==> src/rtl/sspwr_pkg.sv <==
`timescale 1ns/1ps
package sspwr_pkg;
  localparam int CR_DW = 16;

  // control word bit positions (decoded by the PHY)
  localparam int CTL_RST      = 7;
  localparam int CTL_EN       = 8;
  localparam int CTL_LANE_PWR = 24;
  localparam int CTL_PD       = 27;
  localparam int CTL_REFPAD   = 28;

  localparam logic [15:0] RX_OVR_ADDR = 16'h1006;
  localparam logic [15:0] TX_OVR_ADDR = 16'h1002;

  localparam logic [31:0] PRM_MASK = 32'h07F0_3F07;
  localparam logic [31:0] PRM_VAL  = 32'h07F0_1605;

  typedef enum logic [3:0] {
    S_IDLE, S_RST_ON, S_RST_WAIT, S_REF, S_REF_WAIT,
    S_RX_RD, S_RX_WR, S_TX_RD, S_TX_WR, S_PARAM, S_CHECK,
    S_DN_EN, S_DN_PAD, S_DN_PD
  } seq_st_e;

  // receive override: eq enable off, its override on, eq = 3, eq override on
  function automatic logic [CR_DW-1:0] rx_tune(input logic [CR_DW-1:0] d);
    logic [CR_DW-1:0] r;
    r = d & ~16'h0FC0;
    r = r | 16'h0080 | (16'd3 << 8) | 16'h0800;
    return r;
  endfunction

  // transmit override: amplitude 127, pre-emphasis 22, enable
  function automatic logic [CR_DW-1:0] tx_tune(input logic [CR_DW-1:0] d);
    logic [CR_DW-1:0] r;
    r = d & ~16'h7FFF;
    r = r | 16'h4000 | (16'd22 << 7) | 16'd127;
    return r;
  endfunction

  function automatic logic [31:0] param_merge(input logic [31:0] old);
    return (old & ~PRM_MASK) | PRM_VAL;
  endfunction
endpackage

==> src/rtl/sspwr_delay.sv <==
`timescale 1ns/1ps
module sspwr_delay #(
  parameter int CW = 8
) (
  input  logic          clk,
  input  logic          rst_n,
  input  logic          start_i,
  input  logic [CW-1:0] len_i,
  output logic          fire_o
);
  logic [CW-1:0] cnt;
  logic          run;

  assign fire_o = run && (cnt == '0);

  always_ff @(posedge clk) begin
    if (!rst_n) begin
      cnt <= '0;
      run <= 1'b0;
    end else if (start_i) begin
      cnt <= len_i - 1'b1;
      run <= 1'b1;
    end else if (run) begin
      if (cnt == '0) run <= 1'b0;
      else           cnt <= cnt - 1'b1;
    end
  end

  AST_FIRE_SINGLE: assert property (@(posedge clk) disable iff (!rst_n)
    fire_o && !start_i |=> !fire_o);
endmodule

==> src/rtl/sspwr_cr_port.sv <==
`timescale 1ns/1ps
module sspwr_cr_port #(
  parameter int AW        = 16,
  parameter int DW        = 16,
  parameter int ACK_LIMIT = 64
) (
  input  logic          clk,
  input  logic          rst_n,
  input  logic          go_i,
  input  logic          wr_i,
  input  logic [AW-1:0] addr_i,
  input  logic [DW-1:0] wdata_i,
  output logic          done_o,
  output logic          fail_o,
  output logic [DW-1:0] rdata_o,
  output logic          cr_req_o,
  output logic          cr_wr_o,
  output logic [AW-1:0] cr_addr_o,
  output logic [DW-1:0] cr_wdata_o,
  input  logic          cr_ack_i,
  input  logic [DW-1:0] cr_rdata_i
);
  localparam int TW = $clog2(ACK_LIMIT + 1);

  logic          dummy;   // a discarded first read is outstanding
  logic          rearm;   // one idle cycle between the two reads
  logic [TW-1:0] wcnt;
  logic          timeout_hit;

  assign timeout_hit = cr_req_o && !cr_ack_i && (wcnt == TW'(ACK_LIMIT - 1));

  always_ff @(posedge clk) begin
    if (!rst_n) begin
      cr_req_o   <= 1'b0;
      cr_wr_o    <= 1'b0;
      cr_addr_o  <= '0;
      cr_wdata_o <= '0;
      rdata_o    <= '0;
      done_o     <= 1'b0;
      fail_o     <= 1'b0;
      dummy      <= 1'b0;
      rearm      <= 1'b0;
      wcnt       <= '0;
    end else begin
      done_o <= 1'b0;
      fail_o <= 1'b0;
      if (go_i && !cr_req_o && !rearm) begin
        cr_req_o   <= 1'b1;
        cr_wr_o    <= wr_i;
        cr_addr_o  <= addr_i;
        cr_wdata_o <= wdata_i;
        dummy      <= !wr_i;
        wcnt       <= '0;
      end else if (rearm) begin
        rearm    <= 1'b0;
        cr_req_o <= 1'b1;
        wcnt     <= '0;
      end else if (cr_req_o) begin
        if (cr_ack_i) begin
          cr_req_o <= 1'b0;
          if (dummy) begin
            dummy <= 1'b0;
            rearm <= 1'b1;
          end else begin
            done_o  <= 1'b1;
            rdata_o <= cr_rdata_i;
          end
        end else if (timeout_hit) begin
          cr_req_o <= 1'b0;
          dummy    <= 1'b0;
          fail_o   <= 1'b1;
        end else begin
          wcnt <= wcnt + 1'b1;
        end
      end
    end
  end

  AST_REQ_HELD: assert property (@(posedge clk) disable iff (!rst_n)
    cr_req_o && !cr_ack_i && !timeout_hit |=>
      cr_req_o && $stable(cr_addr_o) && $stable(cr_wr_o) && $stable(cr_wdata_o));
  AST_DONE_FAIL_EXCL: assert property (@(posedge clk) disable iff (!rst_n)
    !(done_o && fail_o));
endmodule

==> src/rtl/sspwr_seq.sv <==
`timescale 1ns/1ps
module sspwr_seq
  import sspwr_pkg::*;
#(
  parameter int          CLK_KHZ    = 19200,
  parameter int          RST_MS     = 2,
  parameter int          SETTLE_MS  = 30,
  parameter int          ACK_LIMIT  = 64,
  parameter int          CR_AW      = 16,
  parameter logic [31:0] CTRL_INIT  = 32'h0,
  parameter logic [31:0] PARAM_INIT = 32'h0
) (
  input  logic             clk,
  input  logic             rst_n,
  input  logic             start_i,
  input  logic             stop_i,
  input  logic             ext_ref_i,
  output logic [31:0]      phy_ctrl_o,
  output logic [31:0]      param_o,
  input  logic [31:0]      param_rb_i,
  output logic             cr_req_o,
  output logic             cr_wr_o,
  output logic [CR_AW-1:0] cr_addr_o,
  output logic [15:0]      cr_wdata_o,
  input  logic             cr_ack_i,
  input  logic [15:0]      cr_rdata_i,
  output logic             done_o,
  output logic             err_o
);
  localparam int RST_CYC = RST_MS * CLK_KHZ;
  localparam int SET_CYC = SETTLE_MS * CLK_KHZ;
  localparam int MAX_CYC = (RST_CYC > SET_CYC) ? RST_CYC : SET_CYC;
  localparam int CW      = $clog2(MAX_CYC + 1);

  seq_st_e         st;
  logic [31:0]     ctrl_save;
  logic [CR_DW-1:0] rd_buf;
  logic            launched;

  // named internal events
  logic             dly_start, dly_fire;
  logic [CW-1:0]    dly_len;
  logic             cr_state, cr_go, cr_wr, cr_done, cr_fail;
  logic [CR_AW-1:0] cr_addr;
  logic [CR_DW-1:0] cr_wdata, cr_rd;
  logic             rb_mismatch;

  assign dly_start = (st == S_RST_ON) || (st == S_REF);
  assign dly_len   = (st == S_REF) ? CW'(SET_CYC) : CW'(RST_CYC);

  assign cr_state = (st == S_RX_RD) || (st == S_RX_WR) || (st == S_TX_RD) || (st == S_TX_WR);
  assign cr_go    = cr_state && !launched;
  assign cr_wr    = (st == S_RX_WR) || (st == S_TX_WR);
  assign cr_addr  = ((st == S_RX_RD) || (st == S_RX_WR)) ? CR_AW'(RX_OVR_ADDR) : CR_AW'(TX_OVR_ADDR);
  assign cr_wdata = (st == S_RX_WR) ? rx_tune(rd_buf) : tx_tune(rd_buf);

  assign rb_mismatch = (param_rb_i & PRM_MASK) != PRM_VAL;

  sspwr_delay #(.CW(CW)) u_delay (
    .clk     (clk),
    .rst_n   (rst_n),
    .start_i (dly_start),
    .len_i   (dly_len),
    .fire_o  (dly_fire)
  );

  sspwr_cr_port #(.AW(CR_AW), .DW(CR_DW), .ACK_LIMIT(ACK_LIMIT)) u_port (
    .clk        (clk),
    .rst_n      (rst_n),
    .go_i       (cr_go),
    .wr_i       (cr_wr),
    .addr_i     (cr_addr),
    .wdata_i    (cr_wdata),
    .done_o     (cr_done),
    .fail_o     (cr_fail),
    .rdata_o    (cr_rd),
    .cr_req_o   (cr_req_o),
    .cr_wr_o    (cr_wr_o),
    .cr_addr_o  (cr_addr_o),
    .cr_wdata_o (cr_wdata_o),
    .cr_ack_i   (cr_ack_i),
    .cr_rdata_i (cr_rdata_i)
  );

  always_ff @(posedge clk) begin
    if (!rst_n) begin
      st         <= S_IDLE;
      phy_ctrl_o <= CTRL_INIT;
      param_o    <= PARAM_INIT;
      ctrl_save  <= '0;
      rd_buf     <= '0;
      launched   <= 1'b0;
      done_o     <= 1'b0;
      err_o      <= 1'b0;
    end else begin
      done_o <= 1'b0;
      err_o  <= 1'b0;
      if (cr_go) launched <= 1'b1;
      unique case (st)
        S_IDLE: begin
          if (start_i)     st <= S_RST_ON;
          else if (stop_i) st <= S_DN_EN;
        end
        S_RST_ON: begin
          ctrl_save           <= phy_ctrl_o;
          phy_ctrl_o[CTL_RST] <= 1'b1;
          st                  <= S_RST_WAIT;
        end
        S_RST_WAIT: if (dly_fire) begin
          phy_ctrl_o <= ctrl_save;
          st         <= S_REF;
        end
        S_REF: begin
          phy_ctrl_o[CTL_REFPAD] <= ext_ref_i;
          st                     <= S_REF_WAIT;
        end
        S_REF_WAIT: if (dly_fire) begin
          phy_ctrl_o[CTL_EN]       <= 1'b1;
          phy_ctrl_o[CTL_LANE_PWR] <= 1'b1;
          st                       <= S_RX_RD;
        end
        S_RX_RD, S_RX_WR, S_TX_RD, S_TX_WR: begin
          if (cr_fail) begin
            launched <= 1'b0;
            done_o   <= 1'b1;
            err_o    <= 1'b1;
            st       <= S_IDLE;
          end else if (cr_done) begin
            launched <= 1'b0;
            if (!cr_wr) rd_buf <= cr_rd;
            case (st)
              S_RX_RD: st <= S_RX_WR;
              S_RX_WR: st <= S_TX_RD;
              S_TX_RD: st <= S_TX_WR;
              default: st <= S_PARAM;
            endcase
          end
        end
        S_PARAM: begin
          param_o <= param_merge(param_o);
          st      <= S_CHECK;
        end
        S_CHECK: begin
          done_o <= 1'b1;
          err_o  <= rb_mismatch;
          st     <= S_IDLE;
        end
        S_DN_EN: begin
          phy_ctrl_o[CTL_EN] <= 1'b0;
          st                 <= S_DN_PAD;
        end
        S_DN_PAD: begin
          phy_ctrl_o[CTL_REFPAD] <= 1'b0;
          st                     <= S_DN_PD;
        end
        default: begin
          phy_ctrl_o[CTL_PD] <= 1'b1;
          done_o             <= 1'b1;
          st                 <= S_IDLE;
        end
      endcase
    end
  end

  AST_DONE_ONE_CYCLE: assert property (@(posedge clk) disable iff (!rst_n)
    done_o |=> !done_o);
  AST_ERR_NEEDS_DONE: assert property (@(posedge clk) disable iff (!rst_n)
    err_o |-> done_o);
  AST_RST_RELEASE_TIMED: assert property (@(posedge clk) disable iff (!rst_n)
    $fell(phy_ctrl_o[CTL_RST]) |-> $past(dly_fire));
  AST_ENABLE_AFTER_SETTLE: assert property (@(posedge clk) disable iff (!rst_n)
    $rose(phy_ctrl_o[CTL_EN]) |-> $past(dly_fire));
  AST_ABORT_REPORTED: assert property (@(posedge clk) disable iff (!rst_n)
    cr_fail |=> done_o && err_o);
  AST_PARAM_MASKED_ONLY: assert property (@(posedge clk) disable iff (!rst_n)
    $stable(param_o & ~PRM_MASK));
endmodule

==> config.mk <==
export PLATFORM = sky130hd
export DESIGN_NAME = sspwr_seq
export DESIGN_NICKNAME = d
export VERILOG_FILES = /design/src/rtl/sspwr_pkg.sv /design/src/rtl/sspwr_delay.sv /design/src/rtl/sspwr_cr_port.sv /design/src/rtl/sspwr_seq.sv
export SDC_FILE = /design/constraint.sdc
export NUM_CORES = 1
export LEC_CHECK = 0
export ABC_AREA = 1
export BUFFER_PORTS_ARGS = -buffer_cell sky130_fd_sc_hd__buf_4
export CORE_MARGIN = 4
export CORE_UTILIZATION = 53
export DETAILED_ROUTE_END_ITERATION = 8
export PLACE_DENSITY = 0.84
export SYNTH_ARGS = -nofsm -noshare
export SYNTH_HDL_FRONTEND = slang
export SYNTH_SLANG_ARGS = --single-unit
export TNS_END_PERCENT = 1
==> constraint.sdc <==
create_clock -name clk -period 2.4 [get_ports clk]
set_clock_uncertainty 0.2 [all_clocks]
set_input_delay 0.12 -clock clk [delete_from_list [all_inputs] [get_ports clk]]
set_output_delay 0.12 -clock clk [all_outputs]
set_load 0.005 [all_outputs]
==> impl_table.tex <==
\begin{tabular}{lr}
\hline
Metric & Value \\
\hline
\multicolumn{2}{l}{\textbf{Route}} \\
\quad Average vias per placed instance & 5.18 \\
\quad Sum of routed wire length over all layers & $\sim$15000 um \\
\quad Detailed-route via count & between 5000 and 6000 \\
\quad Mean routed wirelength per cell & 13.3 um \\
\quad Length of the first detailed-routing pass in iterations & 6 \\
\quad Antenna Nets Post-Route & 0 \\
\quad DRC viols & 0 \\
\quad Initial DRC count & 504 \\
\multicolumn{2}{l}{\textbf{Global routing}} \\
\quad Wire length of the first global-routing pass & 25500 um \\
\quad Maximum number of pins on one net before global-route repair & 71 \\
\quad Met3 capacity usage during global routing & around 7.2\% \\
\quad Number of global-route vias before repair & 5624 \\
\quad Global Route met1 Usage & $\sim$28\% \\
\quad Initial antenna violation count & 0 \\
\quad Layer with the highest usage & met2 \\
\quad Final global-route overflow total & 0 \\
\quad Overall fraction of global-route tracks in use & 23.3\% \\
\quad GR Util met2 & 39.7\% \\
\multicolumn{2}{l}{\textbf{Logic synthesis}} \\
\quad Async set or reset register ratio after synthesis & 0\% \\
\quad Unique masters post-synth & 36 \\
\quad Cell type contributing the most total cell area after synthesis & dfxtp\_1 \\
\quad Number of enable-type register cells in the synthesized netlist & 0 \\
\quad Cells after Synth & 906 \\
\quad Mean Syn Cell Area & 6.93 um\^{}2 \\
\quad Synth warn & 0 \\
\quad Cell Area, Synth & 0.00628 mm\^{}2 \\
\quad Top-count cell post-synth & nor2\_1 \\
\quad Fraction of the yosys area taken by sequential cells & 44.7\% \\
\quad Top cell types by occurrence after synthesis & nor2\_1 (248), dfxtp\_1 (140), nand2\_1 (139) \\
\quad Share of the synthesized area in the top cell type & 44.7\% \\
\quad Synth top area cells & dfxtp\_1 (45\%), nor2\_1 (15\%), nand2\_1 (8.3\%) \\
\quad Yosys reg bits & 140 \\
\quad Primary flip-flop cell chosen by synthesis mapping & dfxtp\_1 \\
\multicolumn{2}{l}{\textbf{Power and ir drop}} \\
\quad Post-layout total power & 9260 uW \\
\quad Static leakage power & 0.00377 uW \\
\quad Cell Pwr Density & 1200 mW/mm\^{}2 \\
\quad VDD IR-drop max & 0.798 mV \\
\multicolumn{2}{l}{\textbf{Floorplan}} \\
\quad I/O pin total & 154 \\
\quad Floorplan die area & $\sim$0.014 mm\^{}2 \\
\quad Initial core utilization & 54.5\% \\
\quad Die span in y & 117 um \\
\quad Core Rows & 39 \\
\quad Core footprint & approximately 0.012 mm\^{}2 \\
\quad Die width & around 120 um \\
\multicolumn{2}{l}{\textbf{Critical path}} \\
\quad Reg-to-Reg End & u\_delay.cnt[16]\$\_SDFFE\_PN0P\_ \\
\quad Critical Path AT & around 2.3 ns \\
\quad Worst setup path category & input port to flop \\
\quad Cell seen most often among critical-path stages & dlygate4sd3\_1 \\
\quad Cell depth of the worst flop-to-flop path & 11 \\
\quad WP data required & around 2.5 ns \\
\quad Start of the worst register-to-register path & st[3]\$\_SDFFE\_PN0P\_ \\
\quad Maximum single-stage delay on the critical path & 0.58 ns \\
\quad Element type at the critical path end & flop \\
\quad Crit path max fanout & 1 \\
\quad Startpoint kind of the worst setup timing path & input port \\
\quad Critical-path top delay cell & dlygate4sd3\_1 \\
\quad Reg-to-reg setup timing slack & 0.27 ns \\
\quad Cell chain of the critical path & dlygate4sd3\_1 -> buf\_4 -> nor4\_1 -> dlygate4sd3\_1 -> nand3\_1 -> dlygate4sd3\_1 -> nand3\_1 -> a21oi\_1 \\
\multicolumn{2}{l}{\textbf{CTS}} \\
\quad Clock buffers created by TritonCTS & 17 \\
\quad Number of clock sinks & 140 \\
\quad Clock latency of the later-clocked register in the worst-skew pair & 0.43 ns \\
\quad Setup bufs post-CTS & 0 \\
\quad Clock-pin transition on the worst setup and hold timing paths & 0.06 ns \\
\quad Maximum root-to-sink buffer count & 2 \\
\quad H-tree levels & 4 \\
\quad Clock tree from TritonCTS & done \\
\quad Clk Tree Root Cell & clkbuf\_16 \\
\multicolumn{2}{l}{\textbf{Hold path}} \\
\quad Hold worst-path end & st[3]\$\_SDFFE\_PN0P\_ \\
\quad Hold path start & stop\_i \\
\quad Cell depth of the worst hold path & 5 \\
\quad Worst hold path type & input port to flop \\
\multicolumn{2}{l}{\textbf{STA}} \\
\quad Highest Clock Rate & $\sim$470 MHz \\
\quad Final total negative setup slack & 0 ns \\
\quad Min Tclk post-route & 2.14 ns \\
\quad RSZ-0062 raised after global routing & no \\
\quad Fin worst setup slack & 0.264 ns \\
\quad Final Max Slew Viols & 0 \\
\quad Worst rel slew slack & between 60 and 70\% \\
\quad Worst-margin pin slew & 0.524 ns \\
\quad Portion of the clock cycle consumed by the worst path in the final layout & 89.0\% \\
\quad Final count of hold timing violations & 0 \\
\quad Final setup vio count & 0 \\
\multicolumn{2}{l}{\textbf{Placement}} \\
\quad Port bufs & 97 \\
\quad Number of cells after detailed placement & 1108 \\
\quad Gpl congestion & 0.935 \\
\quad Setup WS pre-CTS & about 0.32 ns \\
\quad HPWL Detailed & 10200 um \\
\multicolumn{2}{l}{\textbf{Finish}} \\
\quad Fin nets & 1056 \\
\quad Antenna Diode Count & 0 \\
\quad Area Overhead vs Synth & 22.6\% \\
\quad Final cell count without fillers & $\sim$1200 \\
\quad Post-layout util & 66.8\% \\
\quad Share of post-route cells with drive strength above 1 & between 15 and 20\% \\
\multicolumn{2}{l}{\textbf{Outcome}} \\
\quad Outcome & finished clean \\
\multicolumn{2}{l}{\textbf{Job}} \\
\quad Max-cap violations & 0 \\
\hline
\end{tabular}
-- through the flow --
step	hold slack [ns]	cell area [um^2]
3_3_place_gp	0.142	6920
3_5_place_dp	0.148	6920
4_1_cts	0.0466	7690
6_report	0.0708	7690
2_1_floorplan	0.0548	6400
5_1_grt	0.0916	7690
-- logic make-up (layout without fill, tap and decap cells) --
family | Yosys count | in the layout | synth area share, %
AOI/OAI and AO/OA | 152 | 152 | 12.4
xor gates and xnor gates | 4 | 4 | 0.558
adders and majority gates | 2 | 2 | 0.399
buffers and inverters | 152 | 226 | 12.5
DFF | 140 | 140 | 44.7
other | 1 | 34 | 0.0598
and+or+nand+nor | 455 | 455 | 29.4
-- final cells by class --
class / instances / area (um^2)
fillers: 932 / 3820
multi-input cells: 647 / 2820
clock inverters: 11 / 156
clock buffers: 21 / 460
well taps: 143 / 179
flip-flops and latches: 140 / 2800
repair buffers: 129 / 1030
inverters: 65 / 244
-- registers in the layout, summed over array words and instances, names as in the netlist, 4 cells and up --
signal             count
ctrl_save             32
phy_ctrl_o            32
rd_buf                10
st                     4
u_delay.cnt           20
u_port.cr_wdata_o     13
u_port.rdata_o        10
u_port.wcnt            7
-- where the power goes --
group	leakage, uW	internal [uW]	total, uW	switching, uW
clock	0.000297	1710	2730	1020
sequential	0.00114	2830	3170	340
combinational	0.00233	1250	3360	2110
total	0.00377	5790	9260	3470
-- repair_timing --
action                     4_1_cts  5_1_grt
hold buffers                    16        0
setup endpoints to repair        0        0
hold endpoints to repair        47        0
gates resized for setup          0        0
-- worst max-delay path by stage --
stage,startpoint,end,slack [ns],depth (start not counted)
after global routing,u_delay.cnt[9]$_SDFFE_PN0P_,phy_ctrl_o[29]$_SDFFE_PN0P_,0.1,8
after floorplan,st[2]$_SDFFE_PN0P_,u_delay.cnt[16]$_SDFFE_PN0P_,0.22,14
after global placement,st[2]$_SDFFE_PN0P_,u_delay.cnt[15]$_SDFFE_PN0P_,0.33,11
final,param_rb_i[11],err_o$_SDFF_PN0_,0.26,8
after CTS,param_rb_i[11],err_o$_SDFF_PN0_,0.28,8
after detailed placement,st[3]$_SDFFE_PN0P_,u_delay.cnt[16]$_SDFFE_PN0P_,0.32,11
-- critical path: cells and delay by family --
| family | cells | cell delay, ns |
|---|---|---|
| and+or+nand+nor | 3 | 0.27 |
| buffers and inverters | 4 | 1.81 |
| AOI/OAI and AO/OA | 1 | 0.06 |
-- cell usage in the layout, fill, tap and decap left out, types with 2 or more instances in the layout --
| cell type | Yosys | final |
|---|---|---|
| nand3_1 | 36 | 36 |
| bufinv_16 | 0 | 3 |
| xnor2_1 | 2 | 2 |
| a21oi_1 | 34 | 34 |
| dlygate4sd3_1 | 0 | 16 |
| inv_1 | 53 | 53 |
| xor2_1 | 2 | 2 |
| nand3b_1 | 4 | 4 |
| buf_12 | 0 | 2 |
| nor3_1 | 6 | 6 |
| buf_4 | 52 | 111 |
| inv_6 | 0 | 3 |
| ha_1 | 2 | 2 |
| dfxtp_1 | 140 | 140 |
| o21ai_0 | 68 | 68 |
| nand2_2 | 3 | 3 |
| nand2_1 | 139 | 139 |
| o211ai_1 | 2 | 2 |
| clkbuf_16 | 0 | 17 |
| clkinvlp_4 | 0 | 2 |
| nor2_1 | 248 | 246 |
| clkbuf_8 | 0 | 2 |
| nand4_1 | 11 | 11 |
| o21ai_1 | 43 | 43 |
| nor2_2 | 2 | 4 |
| clkbuf_1 | 24 | 2 |
| conb_1 | 1 | 34 |
| inv_2 | 11 | 11 |
-- layer usage --
metal / vias to the layer above / part of all wire (%)
met5: - / 0
met4: 0 / 1.6
met3: 27 / 7.6
met2: 229 / 49
met1: 2747 / 42
li1: 2989 / -
(Power assumes the default switching activity.)
